### src/rtl/tss_pkg.sv
package tss_pkg;
    localparam int CODE_W   = 4;
    localparam int SEL_W    = 2;
    localparam int N_OUT    = 4;
    localparam int N_AUTO   = 3;
    localparam int ADDR_W   = 3;
    localparam int DATA_W   = 16;

    localparam int ADDR_MODE   = 0;
    localparam int ADDR_MAP    = 1;
    localparam int ADDR_MANUAL = 2;
    localparam int ADDR_NORUN  = 3;
    localparam int ADDR_RUN0   = 4;

    typedef enum logic [1:0] {
        MODE_MANUAL = 2'd0,
        MODE_AUTO1  = 2'd1,
        MODE_AUTO2  = 2'd2,
        MODE_AUTO3  = 2'd3
    } mode_e;
endpackage

### src/rtl/tss_cfg_regs.sv
module tss_cfg_regs
    import tss_pkg::*;
#(
    parameter int CODE_W = 4,
    parameter int SET_W  = 8,
    parameter int N_AUTO = 3,
    parameter int ADDR_W = 3,
    parameter int DATA_W = 16
) (
    input  logic                          clk,
    input  logic                          rst_n,
    input  logic                          we,
    input  logic [ADDR_W-1:0]             addr,
    input  logic [DATA_W-1:0]             wdata,
    output mode_e                         mode_q,
    output logic [(1<<CODE_W)-1:0]        map_q,
    output logic [SET_W-1:0]              manual_q,
    output logic [SET_W-1:0]              norun_q,
    output logic [N_AUTO-1:0][SET_W-1:0]  run_q
);
    localparam int MAP_W = 1 << CODE_W;

    typedef struct packed {
        mode_e                         mode;
        logic [MAP_W-1:0]              map;
        logic [SET_W-1:0]              manual;
        logic [SET_W-1:0]              norun;
        logic [N_AUTO-1:0][SET_W-1:0]  run;
    } cfg_t;

    cfg_t cfg_d, cfg_q;

    always_comb begin
        cfg_d = cfg_q;
        if (we) begin
            if (addr == ADDR_W'(ADDR_MODE))   cfg_d.mode   = mode_e'(wdata[1:0]);
            if (addr == ADDR_W'(ADDR_MAP))    cfg_d.map    = wdata[MAP_W-1:0];
            if (addr == ADDR_W'(ADDR_MANUAL)) cfg_d.manual = wdata[SET_W-1:0];
            if (addr == ADDR_W'(ADDR_NORUN))  cfg_d.norun  = wdata[SET_W-1:0];
            for (int i = 0; i < N_AUTO; i++) begin
                if (addr == ADDR_W'(ADDR_RUN0 + i)) cfg_d.run[i] = wdata[SET_W-1:0];
            end
        end
    end

    always_ff @(posedge clk or negedge rst_n) begin
        if (!rst_n) cfg_q <= '0;
        else        cfg_q <= cfg_d;
    end

    assign mode_q   = cfg_q.mode;
    assign map_q    = cfg_q.map;
    assign manual_q = cfg_q.manual;
    assign norun_q  = cfg_q.norun;
    assign run_q    = cfg_q.run;
endmodule

### src/rtl/tss_classify.sv
module tss_classify #(
    parameter int CODE_W = 4
) (
    input  logic [(1<<CODE_W)-1:0] map,
    input  logic [CODE_W-1:0]      code,
    output logic                   is_run
);
    always_comb begin
        is_run = map[code];
    end
endmodule

### src/rtl/tss_route.sv
module tss_route
    import tss_pkg::*;
#(
    parameter int SET_W  = 8,
    parameter int N_AUTO = 3
) (
    input  mode_e                         mode,
    input  logic                          is_run,
    input  logic [SET_W-1:0]              manual,
    input  logic [SET_W-1:0]              norun,
    input  logic [N_AUTO-1:0][SET_W-1:0]  run,
    output logic [SET_W-1:0]              chosen
);
    logic [1:0] mode_bits;
    assign mode_bits = mode;

    always_comb begin
        if (mode == MODE_MANUAL) begin
            chosen = manual;
        end else if (!is_run) begin
            chosen = norun;
        end else begin
            chosen = norun;
            for (int i = 0; i < N_AUTO; i++) begin
                if (mode_bits == 2'(i + 1)) chosen = run[i];
            end
        end
    end
endmodule

### src/rtl/timing_src_sel.sv
module timing_src_sel
    import tss_pkg::*;
#(
    parameter int CODE_W = 4,
    parameter int SEL_W  = 2,
    parameter int N_AUTO = 3,
    parameter int ADDR_W = 3,
    parameter int DATA_W = 16
) (
    input  logic              clk,
    input  logic              rst_n,
    input  logic              cfg_we,
    input  logic [ADDR_W-1:0] cfg_addr,
    input  logic [DATA_W-1:0] cfg_wdata,
    input  logic [CODE_W-1:0] mach_code,
    output logic [SEL_W-1:0]  sel_bc_main,
    output logic [SEL_W-1:0]  sel_orb1,
    output logic [SEL_W-1:0]  sel_orb2,
    output logic [SEL_W-1:0]  sel_orb_main,
    output logic              run_active
);
    localparam int N_OUT = 4;
    localparam int SET_W = SEL_W * N_OUT;
    localparam int MAP_W = 1 << CODE_W;

    mode_e                         cfg_mode;
    logic [MAP_W-1:0]              cfg_map;
    logic [SET_W-1:0]              cfg_manual;
    logic [SET_W-1:0]              cfg_norun;
    logic [N_AUTO-1:0][SET_W-1:0]  cfg_run;
    logic                          is_run;
    logic [SET_W-1:0]              chosen;

    tss_cfg_regs #(
        .CODE_W(CODE_W), .SET_W(SET_W), .N_AUTO(N_AUTO),
        .ADDR_W(ADDR_W), .DATA_W(DATA_W)
    ) u_cfg (
        .clk(clk), .rst_n(rst_n), .we(cfg_we), .addr(cfg_addr), .wdata(cfg_wdata),
        .mode_q(cfg_mode), .map_q(cfg_map), .manual_q(cfg_manual),
        .norun_q(cfg_norun), .run_q(cfg_run)
    );

    tss_classify #(.CODE_W(CODE_W)) u_cls (
        .map(cfg_map), .code(mach_code), .is_run(is_run)
    );

    tss_route #(.SET_W(SET_W), .N_AUTO(N_AUTO)) u_route (
        .mode(cfg_mode), .is_run(is_run), .manual(cfg_manual),
        .norun(cfg_norun), .run(cfg_run), .chosen(chosen)
    );

    typedef struct packed {
        logic [SET_W-1:0] sel;
        logic             run;
    } out_t;

    out_t out_d, out_q;

    always_comb begin
        out_d     = out_q;
        out_d.sel = chosen;
        out_d.run = is_run;
    end

    always_ff @(posedge clk or negedge rst_n) begin
        if (!rst_n) out_q <= '0;
        else        out_q <= out_d;
    end

    assign sel_bc_main  = out_q.sel[0*SEL_W +: SEL_W];
    assign sel_orb1     = out_q.sel[1*SEL_W +: SEL_W];
    assign sel_orb2     = out_q.sel[2*SEL_W +: SEL_W];
    assign sel_orb_main = out_q.sel[3*SEL_W +: SEL_W];
    assign run_active   = out_q.run;
endmodule

### config.mk
export PLATFORM = sky130hd
export DESIGN_NAME = timing_src_sel
export DESIGN_NICKNAME = d
export VERILOG_FILES = /design/src/rtl/tss_pkg.sv /design/src/rtl/tss_cfg_regs.sv /design/src/rtl/tss_classify.sv /design/src/rtl/tss_route.sv /design/src/rtl/timing_src_sel.sv
export SDC_FILE = /design/constraint.sdc
export NUM_CORES = 1
export LEC_CHECK = 0
export ABC_AREA = 0
export CAP_MARGIN = 20
export CORE_MARGIN = 4
export CORE_UTILIZATION = 55
export DETAILED_ROUTE_END_ITERATION = 8
export PLACE_DENSITY = 0.79
export SYNTH_ARGS = -nofsm -noshare
export SYNTH_HDL_FRONTEND = slang
export SYNTH_SLANG_ARGS = --single-unit
### constraint.sdc
create_clock -name clk -period 2.1 [get_ports clk]
set_input_delay 0.42 -clock clk [delete_from_list [all_inputs] [get_ports clk]]
set_output_delay 0.42 -clock clk [all_outputs]
set_load 0.02 [all_outputs]
==> impl_results.md <==
- Yosys reg bits: 67
- Slowest cell on crit path: o21ai_0
- Leakage: 0.00153 uW
- Cell row count: 26
- Hold crit path type: input port to asynchronous set/reset pin
- Drt wl/cell: 18.0 um
- Setup violators final: 0
- Overflow after GRT: 0
- # port buffers: 34
- Final WL: 5790 um
- Post-route cell area: 0.00359 mm^2
- Max-slew headroom: 56.7%
- Critical Path Fanout Max: 8
- Post-Syn Area: 0.00291 mm^2
- Worst Setup End Kind: flop
- Min cycle time layout: 2.08 ns
- Core area: 0.00511 mm^2
- TritonCTS Buffers: 9
- Iter 0 DRT Violations: 93
- CTS tree: done
- VDD IR max: 0.000591 V
- Crit start category: input port
- Layout cells sized above 1: 41.3%
- Pwr/cell area: 1010 mW/mm^2
- Vias: 1,802
- CP Buf/Inv Count: 1
- Layout area overhead: 23.6%
- Yosys cell types: 25
- Syn nets: 226
- Crit share post-route: 99.1%
- Commonest non-fill, non-tap cell in the layout: mux2_2
- # IOs: 35
- Root Driver: clkbuf_8
- Global Route Usage Sum: 19.9%
- Measured slew at the worst slew-check pin: 0.642 ns
- H-tree depth: 3
- Critical Path AT: 2.32 ns
- Post-DP HPWL: 3910 um
- Pin count of the biggest net entering global routing: 68
- Maxcap violations: 0
- CTS Buffer Depth: 2
- DRT Pass-1 Iters: 4
- Initial Utilization: 56.9%
- Mean Syn Cell Area: 14.5 um^2
- Die Span Y: 80.7 um
- Fin nets: 275
- Fillcell total: 379
- Ys Warns: 0
- FF-to-FF path depth: 4
- Vias in the first global route: 1,870
- Delay-heaviest family, CP: compound AO/OA/AOI/OAI gates
- CTS Sinks: 67
- Antenna-violating nets left: 0
- Status: finished clean
- Clock slew seen by the registers of the worst setup and hold paths: 0.06 ns
- Register area share after synthesis: 57.7%
- Placed cell areas: 0.00339 mm^2
- Number of enable flip-flop cells after synthesis: 0
- Ys flop type: dfrtp_1
- DR vias/cell: 5.60
- Ant diodes: 0
- First-pass GRT wire length: 9430 um
- Fin. Hold Viols: 0
- Most frequent cells in the layout: mux2_2, dfrtp_1, clkdlybuf4s50_1
- CP Depth: 5
- Syn Inst Count: 200
- GP Congestion: 0.768
- Initial antenna violation count: 0
- Async SR Flop Fraction: 100%
- Die ar.: 0.00651 mm^2
- Die extent in x: 80.7 um
- WS Path Type: input port to flop
- Skew final: 0.00959 ns
- Slowest cell delay on critical path: 0.52 ns
- Worst Path Required: 2.34 ns
- Skew-Pair Late Insertion Delay: 0.34 ns
- Fin. max-slew vios: 0
- Total power: 3610 uW
- Crit path cell chain: clkdlybuf4s50_1 > mux2_2 > o21ai_0 > o221ai_4 > o221ai_1
- Post-route DRC: 0
- Fmax: 481 MHz
Yosys cell counts, types with 2 or more instances:
library cell | instances | area [um^2]
nand4b_1 | 3 | 26.3
inv_1 | 10 | 37.5
nor3b_2 | 2 | 25.0
mux4_1 | 2 | 52.6
o22ai_1 | 2 | 12.5
nand2_1 | 10 | 37.5
mux2_2 | 70 | 788
o221ai_1 | 8 | 70.1
clkbuf_1 | 4 | 15.0
dfrtp_1 | 67 | 1680
a22oi_1 | 8 | 60.1
worst paths after layout:
kind                                   start              end  slack, ns
setup / recovery                mach_code[2]      sel_orb1[1]       0.02
hold / removal                         rst_n  u_cfg.map_q[13]       0.09
setup reg to reg             u_cfg.map_q[15]      sel_orb1[1]       0.33
hold reg to reg            u_cfg.manual_q[5]      sel_orb2[1]       0.49
max in group asynchronous              rst_n  u_cfg.map_q[10]       1.71
min in group clk           u_cfg.manual_q[5]      sel_orb2[1]       0.49
per-layer routing:
metal,vias up,part of all wire [%],GRT usage (%),wire (um)
met5,-,0,0,0
met4,0,1.9,8.28,108
met3,12,3.6,5.04,211
met2,30,48,30.8,2800
met1,924,46,26.7,2680
li1,836,-,-,-
metrics by stage:
step / hold WS (ns) / setup TNS [ns] / setup slack [ns] / utilization, % / instances
after floorplan: 0.124 / 0 / 0.360 / - / 200
after global placement: 0.461 / -1.40 / -0.168 / 66.5 / 307
after detailed placement: 0.461 / -1.74 / -0.218 / 66.5 / 307
after CTS: 0.103 / 0 / 0.140 / 69.7 / 321
after global routing: 0.112 / -0.748 / -0.108 / 70.4 / 322
final: 0.0920 / 0 / 0.0193 / 70.4 / 322
area by class of cell:
cell class / count / area, um^2 / share of cell area, %
Clock inverter: 3 / 15.0 / 0.418
Multi-Input combinational cell: 116 / 1180 / 32.9
Timing Repair Buffer: 45 / 443 / 12.3
Sequential cell: 67 / 1680 / 46.7
Inverter: 10 / 37.5 / 1.04
Clock buffer: 11 / 151 / 4.21
Tap cell: 70 / 87.6 / 2.44
power by group:
part / switching (uW) / leakage (uW) / internal [uW]
clock network: 452 / 0.0000908 / 474
logic: 389 / 0.000636 / 519
registers: 180 / 0.000808 / 1600
total: 1020 / 0.00153 / 2590
worst register-to-register path, cell delays in order (launching register included):
cell,delay [ns]
dfrtp_1,0.38
mux2_2,0.26
o21ai_0,0.52
o221ai_4,0.29
o221ai_1,0.24
flip-flops by register name, summed over array words and instances (netlist names):
| register | cells |
|---|---|
| sel_orb2 | 2 |
| u_cfg.mode_q | 2 |
| sel_bc_main | 2 |
| u_cfg.map_q | 16 |
| sel_orb_main | 2 |
| u_cfg.norun_q | 8 |
| run_active | 1 |
| u_cfg.run_q | 24 |
| sel_orb1 | 2 |
| u_cfg.manual_q | 8 |
cells by family (layout without fill, tap and decap cells):
group	Yosys count	count (layout)	share of synthesized area, %
AO/OA/AOI/OAI	22	23	6.20
buffers and inverters	18	69	2.75
flip-flops	67	67	57.7
multiplexers	72	72	28.9
AND/OR/NAND/NOR	21	21	4.43
what timing repair did:
item,4_1_cts,5_1_grt
setup buffers,0,0
gates resized for setup,0,3
hold buffers,0,0
endpoints found under the setup margin,0,1
No activity file was read; power rests on OpenSTA's default activity.
